==> src/rtl/halt_pwr_pkg.sv <==
package halt_pwr_pkg;
  typedef enum logic [1:0] {
    ST_RUN    = 2'd0,
    ST_HALT   = 2'd1,
    ST_SETTLE = 2'd2,
    ST_WDG    = 2'd3
  } hps_state_t;
endpackage

==> src/rtl/halt_entry_gate.sv <==
// Decides what a halt request does while the block is running.
module halt_entry_gate (
  input  logic in_run,
  input  logic halt_req,
  input  logic oie_mode,
  input  logic wdg_en,
  input  logic wdg_halt_rst,
  output logic go_halt,
  output logic go_wdg
);
  logic accepted;
  logic wdg_blocks;

  always_comb begin
    accepted   = in_run && halt_req && !oie_mode;
    wdg_blocks = wdg_en && wdg_halt_rst;
    go_wdg     = accepted && wdg_blocks;
    go_halt    = accepted && !wdg_blocks;
  end
endmodule

==> src/rtl/halt_wake_arb.sv <==
// Selects the wake source; reset outranks any interrupt.
module halt_wake_arb #(
  parameter int NUM_IRQ = 8
) (
  input  logic               ext_reset,
  input  logic [NUM_IRQ-1:0] irq_pend,
  input  logic [NUM_IRQ-1:0] irq_wake_en,
  output logic               wake_evt,
  output logic               wake_by_reset
);
  logic [NUM_IRQ-1:0] qualified;
  logic               any_irq;

  for (genvar i = 0; i < NUM_IRQ; i++) begin : g_qual
    assign qualified[i] = irq_pend[i] & irq_wake_en[i];
  end

  always_comb begin
    any_irq = 1'b0;
    for (int i = 0; i < NUM_IRQ; i++) begin
      any_irq = any_irq | qualified[i];
    end
    wake_by_reset = ext_reset;
    wake_evt      = ext_reset | any_irq;
  end
endmodule

==> src/rtl/halt_settle_counter.sv <==
// Counts oscillator settling cycles; clears whenever not enabled.
module halt_settle_counter #(
  parameter int SETTLE_CYCLES = 4096
) (
  input  logic clk,
  input  logic rst,
  input  logic run_en,
  output logic done
);
  localparam int CNT_W = (SETTLE_CYCLES > 1) ? $clog2(SETTLE_CYCLES) : 1;
  localparam logic [CNT_W-1:0] LAST = CNT_W'(SETTLE_CYCLES - 1);

  logic [CNT_W-1:0] cnt_q;

  always_ff @(posedge clk) begin
    if (rst || !run_en) begin
      cnt_q <= '0;
    end else if (cnt_q != LAST) begin
      cnt_q <= cnt_q + 1'b1;
    end
  end

  assign done = run_en && (cnt_q == LAST);

  p_cnt_bound_r8: assert property (@(posedge clk) disable iff (rst)
    cnt_q <= LAST);

  p_cnt_clear_r8: assert property (@(posedge clk) disable iff (rst)
    !run_en |=> cnt_q == '0);
endmodule

==> src/rtl/halt_pwr_seq.sv <==
module halt_pwr_seq
  import halt_pwr_pkg::*;
#(
  parameter int NUM_IRQ       = 8,
  parameter int SETTLE_CYCLES = 4096
) (
  input  logic               clk,
  input  logic               rst,
  input  logic               halt_req,
  input  logic               oie_mode,
  input  logic               wdg_en,
  input  logic               wdg_halt_rst,
  input  logic               ext_reset,
  input  logic [NUM_IRQ-1:0] irq_pend,
  input  logic [NUM_IRQ-1:0] irq_wake_en,
  output logic               osc_en,
  output logic               periph_clk_en,
  output logic               cpu_clk_en,
  output logic               imask_clr,
  output logic               wdg_rst_req,
  output logic               wake_valid,
  output logic               wake_is_reset
);
  hps_state_t state_q, state_d;
  logic go_halt, go_wdg;
  logic wake_evt, wake_by_reset;
  logic settle_done;

  halt_entry_gate u_gate (
    .in_run       (state_q == ST_RUN),
    .halt_req     (halt_req),
    .oie_mode     (oie_mode),
    .wdg_en       (wdg_en),
    .wdg_halt_rst (wdg_halt_rst),
    .go_halt      (go_halt),
    .go_wdg       (go_wdg)
  );

  halt_wake_arb #(.NUM_IRQ(NUM_IRQ)) u_arb (
    .ext_reset     (ext_reset),
    .irq_pend      (irq_pend),
    .irq_wake_en   (irq_wake_en),
    .wake_evt      (wake_evt),
    .wake_by_reset (wake_by_reset)
  );

  halt_settle_counter #(.SETTLE_CYCLES(SETTLE_CYCLES)) u_cnt (
    .clk    (clk),
    .rst    (rst),
    .run_en (state_q == ST_SETTLE),
    .done   (settle_done)
  );

  always_comb begin
    state_d = state_q;
    unique case (state_q)
      ST_RUN: begin
        if (go_wdg)       state_d = ST_WDG;
        else if (go_halt) state_d = ST_HALT;
      end
      ST_HALT:   if (wake_evt) state_d = ST_SETTLE;
      ST_SETTLE: if (settle_done) state_d = ST_RUN;
      ST_WDG:    state_d = ST_RUN;
      default:   state_d = ST_RUN;
    endcase
  end

  always_ff @(posedge clk) begin
    if (rst) begin
      state_q       <= ST_RUN;
      osc_en        <= 1'b1;
      periph_clk_en <= 1'b1;
      cpu_clk_en    <= 1'b1;
      imask_clr     <= 1'b0;
      wdg_rst_req   <= 1'b0;
      wake_valid    <= 1'b0;
      wake_is_reset <= 1'b0;
    end else begin
      state_q       <= state_d;
      osc_en        <= (state_d != ST_HALT);
      periph_clk_en <= (state_d == ST_RUN) || (state_d == ST_WDG);
      cpu_clk_en    <= (state_d == ST_RUN) || (state_d == ST_WDG);
      imask_clr     <= (state_q == ST_RUN) && (state_d == ST_HALT);
      wdg_rst_req   <= (state_d == ST_WDG);
      wake_valid    <= (state_q == ST_SETTLE) && (state_d == ST_RUN);
      if ((state_q == ST_HALT) && wake_evt) begin
        wake_is_reset <= wake_by_reset;
      end
    end
  end

  // the CPU never runs on a stopped oscillator
  p_cpu_needs_osc_r7: assert property (@(posedge clk) disable iff (rst)
    cpu_clk_en |-> osc_en);

  p_wdg_pulse_r2: assert property (@(posedge clk) disable iff (rst)
    wdg_rst_req |=> !wdg_rst_req);

  p_wdg_no_halt_r2: assert property (@(posedge clk) disable iff (rst)
    wdg_rst_req |-> (cpu_clk_en && osc_en));

  p_imask_in_halt_r4: assert property (@(posedge clk) disable iff (rst)
    imask_clr |-> (!osc_en && !cpu_clk_en));

  p_imask_pulse_r4: assert property (@(posedge clk) disable iff (rst)
    imask_clr |=> !imask_clr);

  p_wake_clocks_r9: assert property (@(posedge clk) disable iff (rst)
    wake_valid |-> (cpu_clk_en && periph_clk_en));

  p_reset_prio_r10: assert property (@(posedge clk) disable iff (rst)
    (state_q == ST_HALT && ext_reset) |=> (wake_is_reset && osc_en));

  p_oie_ignored_r1: assert property (@(posedge clk) disable iff (rst)
    (state_q == ST_RUN && halt_req && oie_mode) |=> (cpu_clk_en && !imask_clr && !wdg_rst_req));
endmodule

==> config.mk <==
export PLATFORM = sky130hd
export DESIGN_NAME = halt_pwr_seq
export DESIGN_NICKNAME = d
export VERILOG_FILES = /design/src/rtl/halt_pwr_pkg.sv /design/src/rtl/halt_entry_gate.sv /design/src/rtl/halt_wake_arb.sv /design/src/rtl/halt_settle_counter.sv /design/src/rtl/halt_pwr_seq.sv
export SDC_FILE = /design/constraint.sdc
export NUM_CORES = 1
export LEC_CHECK = 0
export ABC_AREA = 1
export BUFFER_PORTS_ARGS = -buffer_cell sky130_fd_sc_hd__buf_2
export CAP_MARGIN = 20
export CORE_MARGIN = 2
export CORE_UTILIZATION = 50
export CTS_CLUSTER_SIZE = 25
export DETAILED_ROUTE_END_ITERATION = 10
export GPL_TIMING_DRIVEN = 0
export PLACE_DENSITY = 0.77
export SETUP_SLACK_MARGIN = 0.02
export SYNTH_ARGS = -nofsm -noshare
export SYNTH_HDL_FRONTEND = slang
export SYNTH_SLANG_ARGS = --single-unit
==> constraint.sdc <==
create_clock -name clk -period 1.7 [get_ports clk]
set_input_delay 0.17 -clock clk [delete_from_list [all_inputs] [get_ports clk]]
set_output_delay 0.17 -clock clk [all_outputs]
set_load 0.1 [all_outputs]
## After elaboration in Yosys (flattened, before gate mapping)

Index checks and enable logic that the tools add are counted.
Widths: inputs -> output; s select.

- Register bits after elaboration: 20
- Output and inout port bits: 7
- Bits of input ports: 23

- Bitwise logic cells: 16
- Muxes and demuxes: 5
- Reduce and logical (&&, ||, !) cells: 16
- $add $sub $neg: 1
- Eq/ne operators: 8

Operators by type and width:

| operator | number |
|---|---|
| $add 12x1->12 const B | 1 |
| $eq 12x12->1 const B | 1 |
| $ne 12x12->1 const B | 1 |
| $logic_and 1x1->1 | 9 |
| $and 1x1->1 | 8 |
| $mux 2 | 4 |
| $or 1x1->1 | 8 |
| $pmux 2 s4 | 1 |
| $eq 2x2->1 const B | 3 |
| $eq 2x1->1 const B | 2 |
| $logic_not 2->1 | 2 |
| $logic_not 1->1 | 3 |
| $logic_or 1x1->1 | 2 |
| $ne 2x1->1 const B | 1 |

## Logic depth before layout (Yosys ltp)

Gate-level depths: netlist of run 1.

- Depth in word-level cells: 13
- Mapped depth: 10
- Depth with buffers taken out: 10

## Hierarchy

Synthesis of run 1 repeated with hierarchy kept, for this count alone.

- Cell total of the unflattened synthesis: 164
- Area, all modules: 1129.8 sq um

By module, submodules not included:

| module | seq. area each (sq um) | times used | cells each | area an instance (sq um) |
|---|---|---|---|---|
| halt_settle_counter | 240.2 | 1 | 98 | 676.9 |
| halt_pwr_seq | 160.2 | 1 | 41 | 347.8 |
| halt_wake_arb | 0.0 | 1 | 19 | 76.3 |
| halt_entry_gate | 0.0 | 1 | 6 | 28.8 |

## Least setup slack after synthesis of run 1

No wires, ideal clock.

- Path kind: reg-to-reg
- Start: register u_cnt.cnt_q[0]
- End: register imask_clr
- Required time: 1622 ps
- Path slack: 152 ps
- Stages on the path, launching flop included: 11
- Arrival time: 1470 ps
- Setup time: 78 ps
- Period minus slack after synthesis: 1548 ps
- Buffers on the path: 0
- Path through: dfxtp_1 > ha_1 > nand2_2 > nor2_4 > nand3_4 > a21oi_2 > nand2_1 > inv_1 > ha_1 > nand2_1 > nor3_1

- Longest elaborated chain between the ends: 6

RTL lines:

| what | line | RTL |
|---|---|---|
| start, declared | halt_settle_counter.sv:13 | `logic [CNT_W-1:0] cnt_q;` |
| start signal, assigned | halt_settle_counter.sv:19 | `cnt_q <= cnt_q + 1'b1;` |
| $eq 12x12->1 | halt_settle_counter.sv:23 | `assign done = run_en && (cnt_q == LAST);` |
| $logic_and 1x1->1 | halt_settle_counter.sv:23 |  |
| $mux 2 | halt_pwr_seq.sv:62 | `ST_SETTLE: if (settle_done) state_d = ST_RUN;` |
| $pmux 2 s4 | halt_pwr_seq.sv:56 | `unique case (state_q)` |
| via state_d[1] | halt_pwr_seq.sv:24 | `hps_state_t state_q, state_d;` |
| $eq 2x1->1 | halt_pwr_seq.sv:83 | `imask_clr <= (state_q == ST_RUN) && (state_d == ST_HALT);` |
| $logic_and 1x1->1 | halt_pwr_seq.sv:83 |  |
| end signal, assigned | halt_pwr_seq.sv:83 |  |
| end, declared | halt_pwr_seq.sv:19 | `output logic imask_clr,` |

The timed path passes the listed nets, and every way through them passes these cells.
A chain may end at the register's enable or synchronous reset.

## Worst setup path in the final report of run 1

Same ends and word-level chain as after synthesis.

==> impl_metrics.tcl, run 1 <==
set metrics [dict create \
    relSlewSlack 0.676 \
    synth_top_family_by_area "simple AND/OR/NAND/NOR gates" \
    drt_first_pass_iters 4 \
    p_comb_frac 0.168 \
    dp_slack_ps -39.5 \
    holdWs_ps 41.9 \
    cts_hold_buf 0 \
    vias 1019 \
    coreArea_sq_um 1960 \
    yosysTopAreaCellShare 0.385 \
    grt_pass1_wl_microns 3890 \
    hold_viol 0 \
    synth_flop_cell "dfxtp_1" \
    remaining_drc_errors 0 \
    synth-adder-area-share 0.0481 \
    p_clk_frac 0.370 \
    start_kind "flip-flop" \
    synth_edf_count 0 \
    syn_to_final_growth_pct 27.3 \
    yosys_warnings 0 \
    synth_largest_area_cell "dfxtp_1" \
    synth_compound_area_frac 0.0853 \
    cp_max_fo 3 \
    nets 214 \
    worst_pin_slew_ps 489 \
    clockBufferDepth 2 \
    io_buffers 29 \
    outcome "finished clean" \
    start_util 0.531 \
    p_per_area_nw_per_um2 795 \
    grt_pass1_vias 1015 \
    die-area_sq_um 2460 \
    yosysMostFrequentCell "nand2_1" \
    finalClockSkew_ps 7.66 \
    setup_ws_ps 114 \
    cts_tree "done" \
    cts.sinks 20 \
    num_rows 16 \
    antenna_found_initial 0 \
    yosys-top-cells-area "dfxtp_1 (38%), nand2_1 (15%), inv_1 (8.3%), nor2_1 (6.5%), ha_1 (4.8%)" \
    period_minus_slack_ps 1590 \
    grt_use_total 0.201 \
    cp-end-kind "flip-flop" \
    drtIter0Drc 24 \
    grt_max_degree 13 \
    io_pins 30 \
    worstPathRequired_ps 1940 \
    yosysSeqAreaShare 0.385 \
    slew_viol_final 0 \
    hold_class "input pin to flip-flop" \
    syn-cell-area_sq_um 1040 \
    htree_levels 1 \
    synth_simple_gate_area_frac 0.344 \
    die_y_microns 49.6 \
    gp_congestion 0.771 \
    synth_common_cells "nand2_1 (41), inv_1 (23), dfxtp_1 (20)" \
    synthXorXnorAreaFrac 0.0337 \
    arrival_ps 1830 \
    ir_drop_uv 661 \
    fin_crit_sh 0.933 \
    drt-total-wl_microns 2210 \
    diodes 0 \
    drive_gt1_frac 0.280 \
    place_hpwl_microns 1590 \
    synth_cell_types 24 \
    max_freq_mhz 631 \
    synth_seq_cells 20 \
    leakagePower_nw 0.663 \
    clk_pin_slew_ps 120 \
    fp.dieW_microns 49.6 \
    overflow 0 \
    worstSkewPairLatency_ps 310 \
    ant_nets 0 \
    p_int_w 0.000769 \
    path_class "flip-flop to flip-flop" \
    cts_buffers 3 \
    syn-instance-count 149 \
    p_seq_frac 0.463 \
    synth_nets 176 \
    route.detailed.wl_per_inst_microns 10.4 \
    async_flop_share 0 \
    cap_viol_max_count 0 \
    swShare 0.270 \
    avgViaCountPerCell 4.78 \
    p_switching_w 0.000284 \
    cts_root_buffer "clkbuf_4" \
    setup_viol 0 \
    avgSynthCellArea_sq_um 6.99 \
    synthMuxAreaShare 0 \
]
-- stage by stage --
stage / setup TNS (ps) / util / power, W / cell area, sq um / instances
floorplan: 0 / - / 0.000626 / 1040 / 149
global placement: 0 / 0.622 / 0.000667 / 1220 / 205
detailed placement: -39.5 / 0.622 / 0.000671 / 1220 / 205
CTS: 0 / 0.655 / 0.00106 / 1280 / 210
global route: -5.67 / 0.675 / 0.00110 / 1330 / 213
finish: 0 / 0.675 / 0.00105 / 1330 / 213
-- what timing repair did --
| action | CTS | global route |
|---|---|---|
| pin swaps | 1 | 2 |
| resized for setup | 3 | 3 |
| buffers inserted | 1 | 3 |
| setup endpoints to repair | 4 | 4 |
-- cells by family (layout without fill, tap and decap cells) --
logic type | after synthesis | in the layout
AND/OR/NAND/NOR | 79 | 79
adder cells (fa/ha/maj) | 4 | 4
flip-flops | 20 | 20
buffers and inverters | 26 | 63
XOR/XNOR | 4 | 4
AO/OA/AOI/OAI | 16 | 16
-- layout by cell type, fill, tap and decap left out --
| master | netlist | layout |
|---|---|---|
| a21oi_1 | 7 | 7 |
| a21oi_2 | 1 | 1 |
| a31oi_1 | 1 | 1 |
| buf_2 | 0 | 29 |
| buf_4 | 1 | 5 |
| buf_6 | 1 | 1 |
| bufinv_16 | 0 | 1 |
| clkbuf_4 | 0 | 3 |
| dfxtp_1 | 20 | 18 |
| dfxtp_2 | 0 | 1 |
| dfxtp_4 | 0 | 1 |
| ha_1 | 4 | 3 |
| ha_4 | 0 | 1 |
| inv_1 | 23 | 23 |
| inv_2 | 1 | 1 |
| nand2_1 | 41 | 41 |
| nand2_2 | 1 | 1 |
| nand3_1 | 8 | 8 |
| nand3_4 | 1 | 1 |
| nand3b_1 | 1 | 1 |
| nand4_1 | 4 | 4 |
| nor2_1 | 18 | 18 |
| nor2_2 | 2 | 2 |
| nor2_4 | 2 | 2 |
| nor3_2 | 0 | 1 |
| o21ai_0 | 4 | 4 |
| o21ai_1 | 2 | 2 |
| o21ai_2 | 1 | 1 |
| xnor2_1 | 2 | 2 |
| xor2_1 | 2 | 2 |
-- cell type report --
type | instances | area, sq um
inverters | 24 | 90.1
repair buffers | 33 | 175
multi-input cells | 103 | 549
clock buffers | 3 | 22.5
fillers | 191 | 637
flip-flops and latches | 20 | 405
clock inverters | 1 | 30.0
well taps | 27 | 33.8
plain buffers | 2 | 18.8
-- final timing paths --
check	startpoint	to	slack [ps]	cells after the start
setup / recovery	u_cnt.cnt_q[0]$_SDFFE_PP0N_	imask_clr$_SDFF_PP0_	110	10
hold / removal	rst	wdg_rst_req$_SDFF_PP0_	40	2
setup reg to reg	u_cnt.cnt_q[0]$_SDFFE_PP0N_	imask_clr$_SDFF_PP0_	110	10
hold reg to reg	state_q[1]$_SDFF_PP0_	imask_clr$_SDFF_PP0_	500	1
-- power by group through the flow --
| stage | sequential [W] | clock, W | combinational (W) |
|---|---|---|---|
| floorplan | 0.000554 | 0 | 0.0000711 |
| global placement | 0.000498 | 0 | 0.000169 |
| detailed placement | 0.000498 | 0 | 0.000173 |
| CTS | 0.000487 | 0.000395 | 0.000173 |
| global route | 0.000489 | 0.000415 | 0.000193 |
| finish | 0.000487 | 0.000389 | 0.000176 |
-- per-layer routing --
layer,GRT usage,wire [microns],part of all wire,vias to the layer above
met2,0.400,1190,0.54,26
met1,0.200,890,0.40,455
met3,0.0636,109,0.049,2
met4,0.0370,21,0.0095,0
met5,0,0,0,-
li1,-,-,-,536
-- flip-flops by register name (all words and copies together) (netlist names) --
register       count
u_cnt.cnt_q       12
state_q            2
cpu_clk_en         1
imask_clr          1
osc_en             1
wake_is_reset      1
wake_valid         1
wdg_rst_req        1
-- worst max-delay path, stage by stage, from the launching register on --
cell,delay [ps]
dfxtp_4,390
ha_4,140
nand2_2,80
nor2_4,150
nand3_4,110
a21oi_2,160
nand2_1,80
inv_1,80
ha_1,140
nand2_1,80
nor3_2,120
Note: power is estimated with default switching activity, not from simulation.
==> run 2, diff against run 1 <==
- SETUP_SLACK_MARGIN: 0.02 -> 0.5
==> impl_metrics.tcl, run 2 (synthesis results as in run 1) <==
set metrics [dict create \
    setup_viol 0 \
    cp_max_fo 2 \
    largestRegisters "u_cnt.cnt_q: 12 flops, state_q: 2 flops" \
    dp_slack_ps 57.0 \
    remaining_drc_errors 0 \
    worstPathRequired_ps 1970 \
    route.detailed.wl_per_inst_microns 13.5 \
    io_buffers 29 \
    io_pins 30 \
    regArea_sq_um 419 \
    relSlewSlack 0.754 \
    place_hpwl_microns 1650 \
    path_class "flip-flop to flip-flop" \
    max_freq_mhz 651 \
    cts_tree "done" \
    clk_pin_slew_ps 130 \
    num_rows 16 \
    diodes 0 \
    setup_ws_ps 164 \
    vias 1145 \
    coreArea_sq_um 1960 \
    largest_reg_flops 12 \
    arrival_ps 1800 \
    cp-end-kind "flip-flop" \
    layout_common_cells "nand2_1 (37), buf_2 (22), inv_1 (21)" \
    drt-total-wl_microns 3030 \
    clockBufferDepth 2 \
    drive_gt1_frac 0.426 \
    fp.dieW_microns 49.6 \
    largest_register "u_cnt.cnt_q" \
    die-area_sq_um 2460 \
    fin_setup_tns_ps 0 \
    period_minus_slack_ps 1540 \
    cap_viol_max_count 0 \
    grt_max_degree 13 \
    grt_pass1_wl_microns 4620 \
    p_per_area_nw_per_um2 696 \
    fin_crit_sh 0.904 \
    drt_first_pass_iters 4 \
    cts_hold_buf 0 \
    cts_root_buffer "clkbuf_4" \
    syn_to_final_growth_pct 47.5 \
    ir_drop_uv 691 \
    htree_levels 1 \
    multi_input_area_sq_um 618 \
    grt_use_total 0.253 \
    final_common_cell "nand2_1" \
    rsz0062_at_grt "true" \
    slew_viol_final 0 \
    nFillCells 138 \
    grt_pass1_vias 1136 \
    hold_class "input pin to flip-flop" \
    ant_nets 0 \
    gp_congestion 0.783 \
    drtIter0Drc 25 \
    finalClockSkew_ps 7.65 \
    start_kind "flip-flop" \
    start_util 0.531 \
    avgViaCountPerCell 5.11 \
    die_y_microns 49.6 \
    nets 225 \
    overflow 0 \
    worst_pin_slew_ps 368 \
    hold_viol 0 \
    cts_buffers 3 \
    worstSkewPairLatency_ps 320 \
    antenna_found_initial 0 \
    cts.sinks 20 \
    leakagePower_nw 0.755 \
    outcome "finished clean" \
]
-- run 2: changes by cell type in the layout (fill, tap and decap cells not counted), moves of 4 or more --
cell | previous run | this run
buf_2 | 29 | 22
nor2_1 | 18 | 14
dfxtp_1 | 18 | 13
buf_4 | 5 | 19
nand2_1 | 41 | 37
-- run 2: what timing repair did --
item,4_1_cts,5_1_grt
buffers inserted,11,3
pin swaps,6,8
setup endpoints to repair,25,19
gates cloned,0,1
gates resized for setup,17,21
-- run 2: layer usage --
layer  track usage  wire, microns  up-vias
li1              -              -      558
met1         0.225           1110      537
met2         0.487           1680       35
met3        0.0758            122       15
met4         0.153            117        0
met5             0              0        -
-- run 2: final timing paths --
kind,end,cells after the start,start,slack [ps]
min,state_q[1]$_SDFF_PP0_,2,rst,30
max,cpu_clk_en$_SDFF_PP1_,9,u_cnt.cnt_q[1]$_SDFFE_PP0N_,160
min reg2reg,imask_clr$_SDFF_PP0_,1,state_q[0]$_SDFF_PP0_,490
max reg2reg,cpu_clk_en$_SDFF_PP1_,9,u_cnt.cnt_q[1]$_SDFFE_PP0N_,160
-- run 2: layout make-up --
type | instances | area share
Timing Repair Buffer | 44 | 0.198
Sequential cell | 20 | 0.273
Buffer | 2 | 0.0147
Inverter | 24 | 0.0587
Multi-Input combinational cell | 103 | 0.403
Clock buffer | 4 | 0.0310
Tap cell | 27 | 0.0220
-- run 2: report_power, final --
| part | leakage [nW] | internal (W) | switching, W | total [W] |
|---|---|---|---|---|
| Sequential | 0.166 | 0.000478 | 0.0000111 | 0.000489 |
| Clock | 0.0261 | 0.000180 | 0.000164 | 0.000344 |
| Combinational | 0.563 | 0.0000826 | 0.000152 | 0.000235 |
| Total | 0.755 | 0.000740 | 0.000328 | 0.00107 |
-- run 2: metrics by stage --
stage | util | instances | total power (W) | hold WS, ps | cell area [sq um]
after global placement | 0.634 | 205 | 0.000668 | 373 | 1240
final | 0.783 | 224 | 0.00107 | 33.5 | 1540
after global routing | 0.783 | 224 | 0.00111 | 19.5 | 1540
after CTS | 0.728 | 220 | 0.00104 | 33.1 | 1430
after detailed placement | 0.634 | 205 | 0.000671 | 379 | 1240
after floorplan | - | 149 | 0.000626 | 239 | 1060
-- run 2: worst max-delay path: stages, from the launching register on --
cell     delay [ps]
dfxtp_4         390
ha_4            140
nand2_4          60
nor2_4          150
nand3_4         100
a21oi_4         150
nand2_2          90
inv_2            90
ha_1            240
nand2_1          80
